--- config.mk ---
export PLATFORM = sky130hd
export DESIGN_NAME = flash_status_read
export DESIGN_NICKNAME = d
export VERILOG_FILES = /design/src/rtl/flash_stat_pkg.sv /design/src/rtl/fsr_addr_decode.sv /design/src/rtl/fsr_status_mux.sv /design/src/rtl/fsr_toggle_unit.sv /design/src/rtl/flash_status_read.sv
export SDC_FILE = /design/constraint.sdc
export NUM_CORES = 1
export LEC_CHECK = 0
export BUFFER_PORTS_ARGS = -buffer_cell sky130_fd_sc_hd__buf_2
export CORE_MARGIN = 5
export CORE_UTILIZATION = 37
export CTS_CLUSTER_DIAMETER = 50
export DETAILED_ROUTE_END_ITERATION = 16
export GPL_ROUTABILITY_DRIVEN = 1
export PLACE_DENSITY = 0.82
export SLEW_MARGIN = 20
export SYNTH_ARGS = -nofsm -noshare
export SYNTH_HDL_FRONTEND = slang
export SYNTH_SLANG_ARGS = --single-unit
--- constraint.sdc ---
create_clock -name clk -period 2.5 [get_ports clk]
set_input_delay 0.25 -clock clk [delete_from_list [all_inputs] [get_ports clk]]
set_output_delay 0.25 -clock clk [all_outputs]
set_load 0.03 [all_outputs]
--- src/rtl/flash_stat_pkg.sv ---
// Shared definitions for the flash status read generator.
// Assumes the status bit positions are fixed by the host polling software.
package flash_stat_pkg;

    typedef enum logic {
        OP_PROG  = 1'b0,
        OP_ERASE = 1'b1
    } op_kind_t;

    localparam int POLL_BIT = 7;
    localparam int TGL_BIT  = 6;
    localparam int ERR_BIT  = 5;
    localparam int ALT_BIT  = 2;

    // Map the top three address bits onto the 1/3/3/1 eighths bank split.
    function automatic logic [1:0] bank_of_top(input logic [2:0] top);
        logic [1:0] b;
        if (top == 3'd0)      b = 2'd0;
        else if (top < 3'd4)  b = 2'd1;
        else if (top < 3'd7)  b = 2'd2;
        else                  b = 2'd3;
        return b;
    endfunction

endpackage

--- src/rtl/fsr_addr_decode.sv ---
// Address decode: tells whether the read hits the busy bank and whether the
// addressed block is one chosen for erase.
// Assumes BLK_W >= 3 so the block index covers the bank select bits.
module fsr_addr_decode #(
    parameter int ADDR_W = 22,
    parameter int BLK_W  = 6
) (
    input  logic [ADDR_W-1:0]   rd_addr,
    input  logic [1:0]          op_bank,
    input  logic [2**BLK_W-1:0] erase_mask,
    output logic                bank_hit,
    output logic                blk_sel
);
    import flash_stat_pkg::*;

    localparam int TOP_LSB = ADDR_W - 3;
    localparam int BLK_LSB = ADDR_W - BLK_W;

    logic [2:0]       top_bits;
    logic [BLK_W-1:0] blk_idx;

    // Slice the bank and block fields and look them up.
    always_comb begin
        top_bits = rd_addr[ADDR_W-1:TOP_LSB];
        blk_idx  = rd_addr[ADDR_W-1:BLK_LSB];
        bank_hit = (bank_of_top(top_bits) == op_bank);
        blk_sel  = erase_mask[blk_idx];
    end

endmodule

--- src/rtl/fsr_status_mux.sv ---
// Chooses array data or a status word and says which toggle bits a read
// cycle would advance. Purely combinational.
// Assumes DATA_W >= 8 and that susp is only meaningful for an erase.
module fsr_status_mux #(
    parameter int DATA_W = 16
) (
    input  logic              op_busy,
    input  logic              err_q,
    input  logic              op_kind,
    input  logic              susp,
    input  logic              bank_hit,
    input  logic              blk_sel,
    input  logic              prog_msb,
    input  logic [DATA_W-1:0] array_data,
    input  logic              tgl6,
    input  logic              tgl2,
    output logic [DATA_W-1:0] word,
    output logic              flip6,
    output logic              flip2
);
    import flash_stat_pkg::*;

    op_kind_t kind;
    logic     engaged;
    logic     in_susp;

    // Classify the read and assemble the returned word.
    always_comb begin
        kind    = op_kind_t'(op_kind);
        engaged = (op_busy | err_q) & bank_hit;
        in_susp = susp & (kind == OP_ERASE) & ~err_q;
        word    = array_data;
        flip6   = 1'b0;
        flip2   = 1'b0;
        if (engaged && in_susp) begin
            if (blk_sel) begin
                word           = '0;
                word[POLL_BIT] = 1'b1;
                word[TGL_BIT]  = tgl6;
                word[ALT_BIT]  = tgl2;
                flip2          = 1'b1;
            end
        end else if (engaged) begin
            word           = '0;
            word[POLL_BIT] = (kind == OP_PROG) ? ~prog_msb : 1'b0;
            word[TGL_BIT]  = tgl6;
            word[ERR_BIT]  = err_q;
            word[ALT_BIT]  = tgl2;
            flip6          = 1'b1;
            flip2          = (kind == OP_ERASE) & blk_sel;
        end
    end

endmodule

--- src/rtl/fsr_toggle_unit.sv ---
// Detects the start of a read cycle (strobe rising edge) and keeps the two
// toggle bits, advancing each only on a cycle start that requests it.
// Assumes rd_en is synchronous to clk.
module fsr_toggle_unit (
    input  logic clk,
    input  logic rst_n,
    input  logic rd_en,
    input  logic flip6,
    input  logic flip2,
    output logic rd_start,
    output logic tgl6,
    output logic tgl2
);
    logic rd_en_q;

    // Edge detect on the read strobe.
    assign rd_start = rd_en & ~rd_en_q;

    // Remember the previous strobe level.
    always_ff @(posedge clk) begin
        if (!rst_n) rd_en_q <= 1'b0;
        else        rd_en_q <= rd_en;
    end

    // Advance the toggle bits once per qualifying read cycle.
    always_ff @(posedge clk) begin
        if (!rst_n) begin
            tgl6 <= 1'b0;
            tgl2 <= 1'b0;
        end else if (rd_start) begin
            if (flip6) tgl6 <= ~tgl6;
            if (flip2) tgl2 <= ~tgl2;
        end
    end

endmodule

--- src/rtl/flash_status_read.sv ---
// Top of the flash status read generator: latches the error state, decodes
// the address, forms the returned word and registers it per read cycle.
// Assumes op_bank, op_kind and erase_mask stay steady for an operation.
module flash_status_read #(
    parameter int ADDR_W = 22,
    parameter int DATA_W = 16,
    parameter int BLK_W  = 6
) (
    input  logic                clk,
    input  logic                rst_n,
    input  logic                rd_en,
    input  logic [ADDR_W-1:0]   rd_addr,
    input  logic [DATA_W-1:0]   array_data,
    input  logic                op_busy,
    input  logic                op_kind,
    input  logic [1:0]          op_bank,
    input  logic [DATA_W-1:0]   prog_word,
    input  logic                susp,
    input  logic [2**BLK_W-1:0] erase_mask,
    input  logic                fail_pulse,
    input  logic                clear_cmd,
    output logic [DATA_W-1:0]   rd_data,
    output logic                rd_valid
);
    import flash_stat_pkg::*;

    logic              err_q;
    logic              bank_hit;
    logic              blk_sel;
    logic              rd_start;
    logic              tgl6;
    logic              tgl2;
    logic              flip6;
    logic              flip2;
    logic [DATA_W-1:0] word;

    // Sticky error state; a clear wins over a simultaneous failure.
    always_ff @(posedge clk) begin
        if (!rst_n)          err_q <= 1'b0;
        else if (clear_cmd)  err_q <= 1'b0;
        else if (fail_pulse) err_q <= 1'b1;
    end

    fsr_addr_decode #(.ADDR_W(ADDR_W), .BLK_W(BLK_W)) u_dec (
        .rd_addr    (rd_addr),
        .op_bank    (op_bank),
        .erase_mask (erase_mask),
        .bank_hit   (bank_hit),
        .blk_sel    (blk_sel)
    );

    fsr_status_mux #(.DATA_W(DATA_W)) u_mux (
        .op_busy    (op_busy),
        .err_q      (err_q),
        .op_kind    (op_kind),
        .susp       (susp),
        .bank_hit   (bank_hit),
        .blk_sel    (blk_sel),
        .prog_msb   (prog_word[POLL_BIT]),
        .array_data (array_data),
        .tgl6       (tgl6),
        .tgl2       (tgl2),
        .word       (word),
        .flip6      (flip6),
        .flip2      (flip2)
    );

    fsr_toggle_unit u_tgl (
        .clk      (clk),
        .rst_n    (rst_n),
        .rd_en    (rd_en),
        .flip6    (flip6),
        .flip2    (flip2),
        .rd_start (rd_start),
        .tgl6     (tgl6),
        .tgl2     (tgl2)
    );

    // Capture the returned word once per read cycle and flag it.
    always_ff @(posedge clk) begin
        if (!rst_n) begin
            rd_data  <= '0;
            rd_valid <= 1'b0;
        end else begin
            rd_valid <= rd_start;
            if (rd_start) rd_data <= word;
        end
    end

endmodule

* After elaboration in Yosys (flattened, before gate mapping) *
Index checks and enable logic that the tools add are counted.

operators by class
  eq/ne operators = 1
  reductions and logical operators = 5
  muxes and demuxes = 14
  $lt $le $gt $ge = 3
  bitwise logic cells = 12

operator list
  kind                                                                          count
  16-bit 2-to-1 mux                                                             3
  1-bit 2-to-1 mux                                                              8
  6-bit by 7-bit less-than comparator with 1-bit output, second input constant  1
  1-bit binary-select mux with 6-bit select                                     1
  3-bit less-than comparator, second input constant                             2
  1-bit NOT                                                                     6
  1-bit AND                                                                     5
  2-bit 2-to-1 mux                                                              2
  2-bit AND reduction                                                           2
  3-bit logical NOT                                                             1
  2-bit == test                                                                 1
  2-bit OR reduction                                                            1
  1-bit logical AND                                                             1
  1-bit bitwise OR                                                              1

storage, ports and cells
  output and inout bits = 17
  logic and storage cells = 41
  register bits after elaboration = 21
  input bits = 128

* Logic depth before layout (Yosys ltp) *
Gate-level depths: netlist (run 1).

  depth in word-level cells = 9
  depth in mapped cells = 10
  gate-level depth less buffers = 6

* By module *
Synthesis (run 1) repeated with hierarchy kept, for this count alone.

unflattened totals
  cells, all modules = 166
  area, all modules = 1694.1 um2

modules (own cells, without submodules)
  module             area each (um2)  times used  seq. area each (um2)  cells an instance
  fsr_addr_decode    679.4            1           0.0                   70
  flash_status_read  674.4            1           360.3                 56
  fsr_status_mux     210.2            1           0.0                   27
  fsr_toggle_unit    130.1            1           60.1                  13

* Least setup slack after synthesis (run 1) *
OpenSTA, ideal clock, no wires.

  kind = input-to-reg
  from = input rd_addr[16]
  to = register rd_data[7]
  setup slack = 499 ps
  data required time = 2384 ps
  cell stages on the path = 9
  setup time = 116 ps
  arrival time = 1885 ps
  cells stage by stage = buf_6 > buf_12 > mux4_2 > mux2i_1 > nand3_1 > a32oi_1 > buf_4 > o211ai_1 > a31o_2

on the way
  word-level cells in the longest chain between the ends = 4

RTL lines
  what                                       line                     text
  from (decl)                                flash_status_read.sv:12  input logic [ADDR_W-1:0] rd_addr,
  1-bit binary-select mux with 6-bit select  fsr_addr_decode.sv:27    blk_sel = erase_mask[blk_idx];
  1-bit 2-to-1 mux (not written as such)     fsr_addr_decode.sv:27
  16-bit 2-to-1 mux                          fsr_status_mux.sv:36     if (blk_sel) begin
  16-bit 2-to-1 mux                          fsr_status_mux.sv:35     if (engaged && in_susp) begin
  to (signal assigned)                       flash_status_read.sv:86  if (rd_start) rd_data <= word;
  to (decl)                                  flash_status_read.sv:22  output logic [DATA_W-1:0] rd_data,

No other way between the ends. The select of a mux whose other input is x is not followed.
A chain may end at the register's enable or synchronous reset.

* Worst setup path after layout (run 1) *
Same ends and word-level chain as after synthesis.

==> impl_metrics.env, run 1 <==
export IMPL_drt_iter0_drc=113
export IMPL_cp_arrival_ps=2300
export IMPL_multiInputGateArea_sq_um=1030
export IMPL_cts_tree="built"
export IMPL_numCtsBuffers=3
export IMPL_drv_slew=0
export IMPL_rows=23
export IMPL_clock_sinks=21
export IMPL_ant_nets=0
export IMPL_num_fill_cells=410
export IMPL_via_per_inst=5.57
export IMPL_gp_congestion=0.812
export IMPL_placed_cells=312
export IMPL_run_status="complete, no violations"
export IMPL_n_antenna_cell=0
export IMPL_htree_levels=1
export IMPL_core_area_sq_um=4090
export IMPL_grt_max_degree=22
export IMPL_yosysTopAreaCellShare_pct=26.5
export IMPL_syn_instance_count=160
export IMPL_setup_tns_ps=0
export IMPL_fp_dieArea_sq_um=5690
export IMPL_io_pin_count=145
export IMPL_hold_start="clear_cmd"
export IMPL_ff2ff_path_depth=3
export IMPL_grt_pass1_vias=1856
export IMPL_rsz0062_at_grt="false"
export IMPL_finalHoldViolCount=0
export IMPL_postCtsSetupRepairBufs=0
export IMPL_cts_repair_resized=0
export IMPL_yosys_area_top_type="dfxtp_1"
export IMPL_end_kind="flop"
export IMPL_p_leak_nw=1.03
export IMPL_max_cap_violations=0
export IMPL_grtUsageTotal_pct=17.6
export IMPL_period_needed_ps=2140
export IMPL_skew_ps=7.15
export IMPL_first_pass_iters=4
export IMPL_post_drt_wl_per_cell_um=15.6
export IMPL_path_class="input pin to flop"
export IMPL_async_flop_share_pct=0
export IMPL_regArea_sq_um=420
export IMPL_peakVddDrop_mv=0.210
export IMPL_reg2reg_to="rd_data[6]$_SDFFE_PN0P_"
export IMPL_yosysUniqueCellTypes=43
export IMPL_port_buffers=113
export IMPL_gr_total_overflow=0
export IMPL_die_w_um=75.5
export IMPL_fp_dieH_um=75.5
export IMPL_whs_path_depth=2
export IMPL_whs_ps=142
export IMPL_dp_slack_ps=77.7
export IMPL_final_cells=316
export IMPL_root_buffer="clkbuf_8"
export IMPL_cts_max_path_buffers=2
export IMPL_slew_headroom_pct=50.3
export IMPL_worstPathMaxFanout=20
export IMPL_antenna_found_initial=0
export IMPL_syn2layout_area_growth_pct=38.4
export IMPL_drive_above_1_share_pct=51.9
export IMPL_r2r_start="u_tgl.rd_en_q$_SDFF_PN0_"
export IMPL_hold_end="err_q$_SDFFE_PP0P_"
export IMPL_synth_area_sq_um=1590
export IMPL_routed_wl_mm=4.94
export IMPL_ys_warn_count=0
export IMPL_ys_seq_area_share_pct=26.5
export IMPL_fmax_mhz=467
export IMPL_required_ps=2660
export IMPL_synth_ff_type="dfxtp_1"
export IMPL_synth_edf_count=0
export IMPL_hp_class="input pin to flop"
export IMPL_period_share_pct=85.7
export IMPL_dp_hpwl_mm=4.02
export IMPL_holdBufCountCts=0
export IMPL_drc=0
export IMPL_worst_pin_slew_ps=745
export IMPL_setup_viol_count_final=0
export IMPL_grt_pass1_wl_mm=7.84
export IMPL_yosys_top_cells_area="dfxtp_1 (27%), mux4_2 (13%), mux4_1 (9.9%), o2111ai_1 (6.1%), a21oi_1 (5.4%)"
export IMPL_setup_slack_ps=358
export IMPL_clk_latency_ps=260
export IMPL_rrSetupSlack_ps=900
export IMPL_via_count=1761
export IMPL_cp_start_kind="input pin"
export IMPL_start_util_pct=38.8
export IMPL_syn_nets=288
export IMPL_ys_seq_elements=21
export IMPL_syn_area_per_cell_sq_um=9.91
export IMPL_power_density_nw_per_um2=416
export IMPL_clkSlewWorstSetupHoldPaths_ps=80
export IMPL_final_nets=395
[registers in the layout, indices dropped and copies added (netlist names)]
register	cells
rd_data	16
err_q	1
rd_valid	1
u_tgl.rd_en_q	1
u_tgl.tgl2	1
u_tgl.tgl6	1
[synth_stat cells (all sizes together), types with 3 or more instances]
master	n
dfxtp	21
a21oi	18
nand2	16
mux4	15
o2111ai	12
buf	10
clkbuf	7
nor2	7
mux2i	5
o21ai	5
nand2b	3
nand3	3
nor2b	3
nor3	3
o211ai	3
[per-layer routing]
layer / track usage, % / wire, um / vias up
met5: 0 / 0 / -
met4: 7.57 / 119 / 0
met3: 3.96 / 403 / 12
met2: 32.8 / 2620 / 77
met1: 19.0 / 1800 / 823
li1: - / - / 849
[cells by family (layout without fill, tap and decap cells)]
group,count (synthesis),count (layout),synth area share (%)
AO/OA/AOI/OAI,54,54,24.5
AND/OR/NAND/NOR,44,44,13.5
multiplexers,22,22,27.3
flip-flops,21,21,26.5
buffers and inverters,19,125,8.21
[critical path, cell delays in order]
cell and delay [ps]:
buf_2 220, buf_4 230, mux4_2 510, mux2i_1 160, nand3_1 90, a32oi_1 330, buf_12 200, o211ai_1 90
a31o_2 220
[layout by cell type, fill, tap and decap left out, types with 2 or more instances in the layout]
master and n:
buf_2 113, dfxtp_1 21, a21oi_1 17, nand2_1 16, o2111ai_1 11, mux4_2 9
nor2_1 7, mux4_1 6, o21ai_0 5, mux2i_1 5, buf_4 5, nor2b_1 3
nand3_1 3, nand2b_1 3, o211ai_1 3, nor3_1 3, clkbuf_8 3, o21bai_1 2
or3_1 2, and3_1 2, a22oi_1 2, mux2_2 2, nand3b_1 2, inv_1 2
a2111oi_0 2, o211a_1 2
[metrics by stage]
step	total power, mW	utilization (%)	area [sq um]
finish	0.913	53.7	2190
global route	0.969	53.7	2190
CTS	0.927	53.7	2190
detailed placement	0.700	52.6	2150
global placement	0.691	52.6	2150
floorplan	0.583	-	1590
[area by class of cell]
class	count	area share (%)
multi-input cells	120	47.1
repair buffers	119	28.4
flip-flops and latches	21	19.2
well taps	50	2.85
clock buffers	3	1.88
inverters	2	0.342
clock inverters	1	0.228
[report_power, final]
group          internal [mW]  switching [mW]  leakage [nW]  total (mW)
Combinational          0.159           0.168         0.836       0.327
Sequential             0.355          0.0100         0.172       0.365
Clock                  0.111           0.110        0.0255       0.221
Total                  0.625           0.287          1.03       0.913
[how the worst max path moves through the flow]
| stage | endpoint | cells after the start | slack, ps | startpoint |
|---|---|---|---|---|
| after floorplan | rd_data[7]$_SDFFE_PN0P_ | 9 | 500 | rd_addr[16] |
| after global placement | rd_data[7]$_SDFFE_PN0P_ | 9 | 110 | rd_addr[16] |
| after detailed placement | rd_data[7]$_SDFFE_PN0P_ | 9 | 80 | rd_addr[16] |
| after CTS | rd_data[7]$_SDFFE_PN0P_ | 9 | 360 | rd_addr[16] |
| after global routing | rd_data[2]$_SDFFE_PN0P_ | 9 | 210 | rd_addr[16] |
| final | rd_data[7]$_SDFFE_PN0P_ | 9 | 360 | rd_addr[16] |
No activity file was read; power rests on OpenSTA's default activity.
==> inputs of run 2 (changes only) <==
--- a/config.mk
+++ b/config.mk
@@ -5,13 +5,14 @@
 export SDC_FILE = /design/constraint.sdc
 export NUM_CORES = 1
 export LEC_CHECK = 0
-export BUFFER_PORTS_ARGS = -buffer_cell sky130_fd_sc_hd__buf_2
-export CORE_MARGIN = 5
-export CORE_UTILIZATION = 37
+export CORE_ASPECT_RATIO = 1.2
+export CORE_MARGIN = 2
+export CORE_UTILIZATION = 50
 export CTS_CLUSTER_DIAMETER = 50
 export DETAILED_ROUTE_END_ITERATION = 16
+export DONT_BUFFER_PORTS = 1
 export GPL_ROUTABILITY_DRIVEN = 1
-export PLACE_DENSITY = 0.82
+export PLACE_DENSITY = 0.67
 export SLEW_MARGIN = 20
 export SYNTH_ARGS = -nofsm -noshare
 export SYNTH_HDL_FRONTEND = slang
==> impl_metrics.env, run 2 (synthesis results as in run 1) <==
export IMPL_gp_congestion=0.798
export IMPL_clk_latency_ps=290
export IMPL_numCtsBuffers=3
export IMPL_via_per_inst=7.16
export IMPL_via_count=1338
export IMPL_fp_dieArea_sq_um=3640
export IMPL_rows=22
export IMPL_fmax_mhz=560
export IMPL_end_kind="flop"
export IMPL_placed_cells=183
export IMPL_ant_nets=0
export IMPL_post_route_util_pct=51.2
export IMPL_io_pin_count=145
export IMPL_dp_slack_ps=451
export IMPL_cts_repair_resized=0
export IMPL_fin_area_sq_um=1570
export IMPL_max_cap_violations=0
export IMPL_regMostFlops="rd_data"
export IMPL_slew_headroom_pct=52.9
export IMPL_clock_sinks=21
export IMPL_start_util_pct=51.9
export IMPL_gr_total_overflow=0
export IMPL_antenna_found_initial=0
export IMPL_drc=0
export IMPL_layout_commonest_cell="dfxtp_1"
export IMPL_setup_slack_ps=716
export IMPL_root_buffer="clkbuf_4"
export IMPL_cts_tree="built"
export IMPL_grt_max_degree=22
export IMPL_period_needed_ps=1780
export IMPL_power_density_nw_per_um2=469
export IMPL_core_area_sq_um=3060
export IMPL_period_share_pct=71.4
export IMPL_dpl_cell_area_sq_um=1540
export IMPL_post_drt_wl_per_cell_um=20.3
export IMPL_cp_arrival_ps=1990
export IMPL_final_cells=187
export IMPL_htree_levels=1
export IMPL_routed_wl_mm=3.79
export IMPL_grt_pass1_vias=1391
export IMPL_drt_iter0_drc=65
export IMPL_finalPower_mw=0.735
export IMPL_p_leak_nw=0.545
export IMPL_first_pass_iters=5
export IMPL_setup_viol_count_final=0
export IMPL_cts_max_path_buffers=2
export IMPL_dp_hpwl_mm=3.08
export IMPL_hp_class="input pin to flop"
export IMPL_drive_above_1_share_pct=15.2
export IMPL_port_buffers=0
export IMPL_layout_common_cells="dfxtp_1 (21), a21oi_1 (17), nand2_1 (16), o2111ai_1 (11), mux4_2 (9)"
export IMPL_final_nets=280
export IMPL_run_status="complete, no violations"
export IMPL_die_w_um=55.4
export IMPL_peakVddDrop_mv=0.351
export IMPL_worst_pin_slew_ps=706
export IMPL_postCtsSetupRepairBufs=0
export IMPL_fp_dieH_um=65.7
export IMPL_n_antenna_cell=0
export IMPL_worstPathMaxFanout=20
export IMPL_syn2layout_area_growth_pct=-1.26
export IMPL_clkSlewWorstSetupHoldPaths_ps=120
export IMPL_required_ps=2700
export IMPL_rsz0062_at_grt="false"
export IMPL_grtUsageTotal_pct=20.0
export IMPL_skew_ps=1.79
export IMPL_largest_register_ffs=16
export IMPL_path_class="input pin to flop"
export IMPL_whs_ps=13.7
export IMPL_cp_start_kind="input pin"
export IMPL_drv_slew=0
export IMPL_setup_tns_ps=0
export IMPL_holdBufCountCts=0
export IMPL_grt_pass1_wl_mm=5.91
export IMPL_finalHoldViolCount=0
[run 2: power by group]
part / total [mW] / internal, mW / switching, mW
combinational: 0.173 / 0.0893 / 0.0834
clock: 0.159 / 0.0594 / 0.0996
sequential: 0.403 / 0.355 / 0.0476
total: 0.735 / 0.504 / 0.231
[run 2: layout make-up]
type	count	area [sq um]
Clock buffer	3	22.5
Clock inverter	1	5.00
Fill cell	279	1490
Inverter	2	7.51
Multi-Input combinational cell	120	1030
Sequential cell	21	420
Tap cell	36	45.0
Timing Repair Buffer	4	30.0
[run 2: final timing paths]
path | to | cells after the start | slack (ps) | start
worst max-delay path | rd_data[7]$_SDFFE_PN0P_ | 7 | 720 | rd_addr[16]
worst min-delay path | err_q$_SDFFE_PP0P_ | 1 | 10 | clear_cmd
worst max register to register | rd_data[15]$_SDFFE_PN0P_ | 5 | 930 | err_q$_SDFFE_PP0P_
worst min register to register | u_tgl.tgl2$_SDFFE_PN0P_ | 2 | 490 | u_tgl.tgl2$_SDFFE_PN0P_
[run 2: critical path, stage by stage]
cell and delay, ps:
mux4_1 520, o32ai_1 300, a22oi_1 130, a32oi_1 170, buf_4 280, o211ai_1 120
a31o_2 220
[run 2: per-layer routing]
| metal | up-vias | global-route usage (%) | wire, um |
|---|---|---|---|
| met3 | 6 | 3.54 | 318 |
| met4 | 0 | 6.10 | 59 |
| li1 | 621 | - | - |
| met1 | 622 | 20.8 | 1260 |
| met2 | 89 | 40.3 | 2150 |
| met5 | - | 0 | 0 |
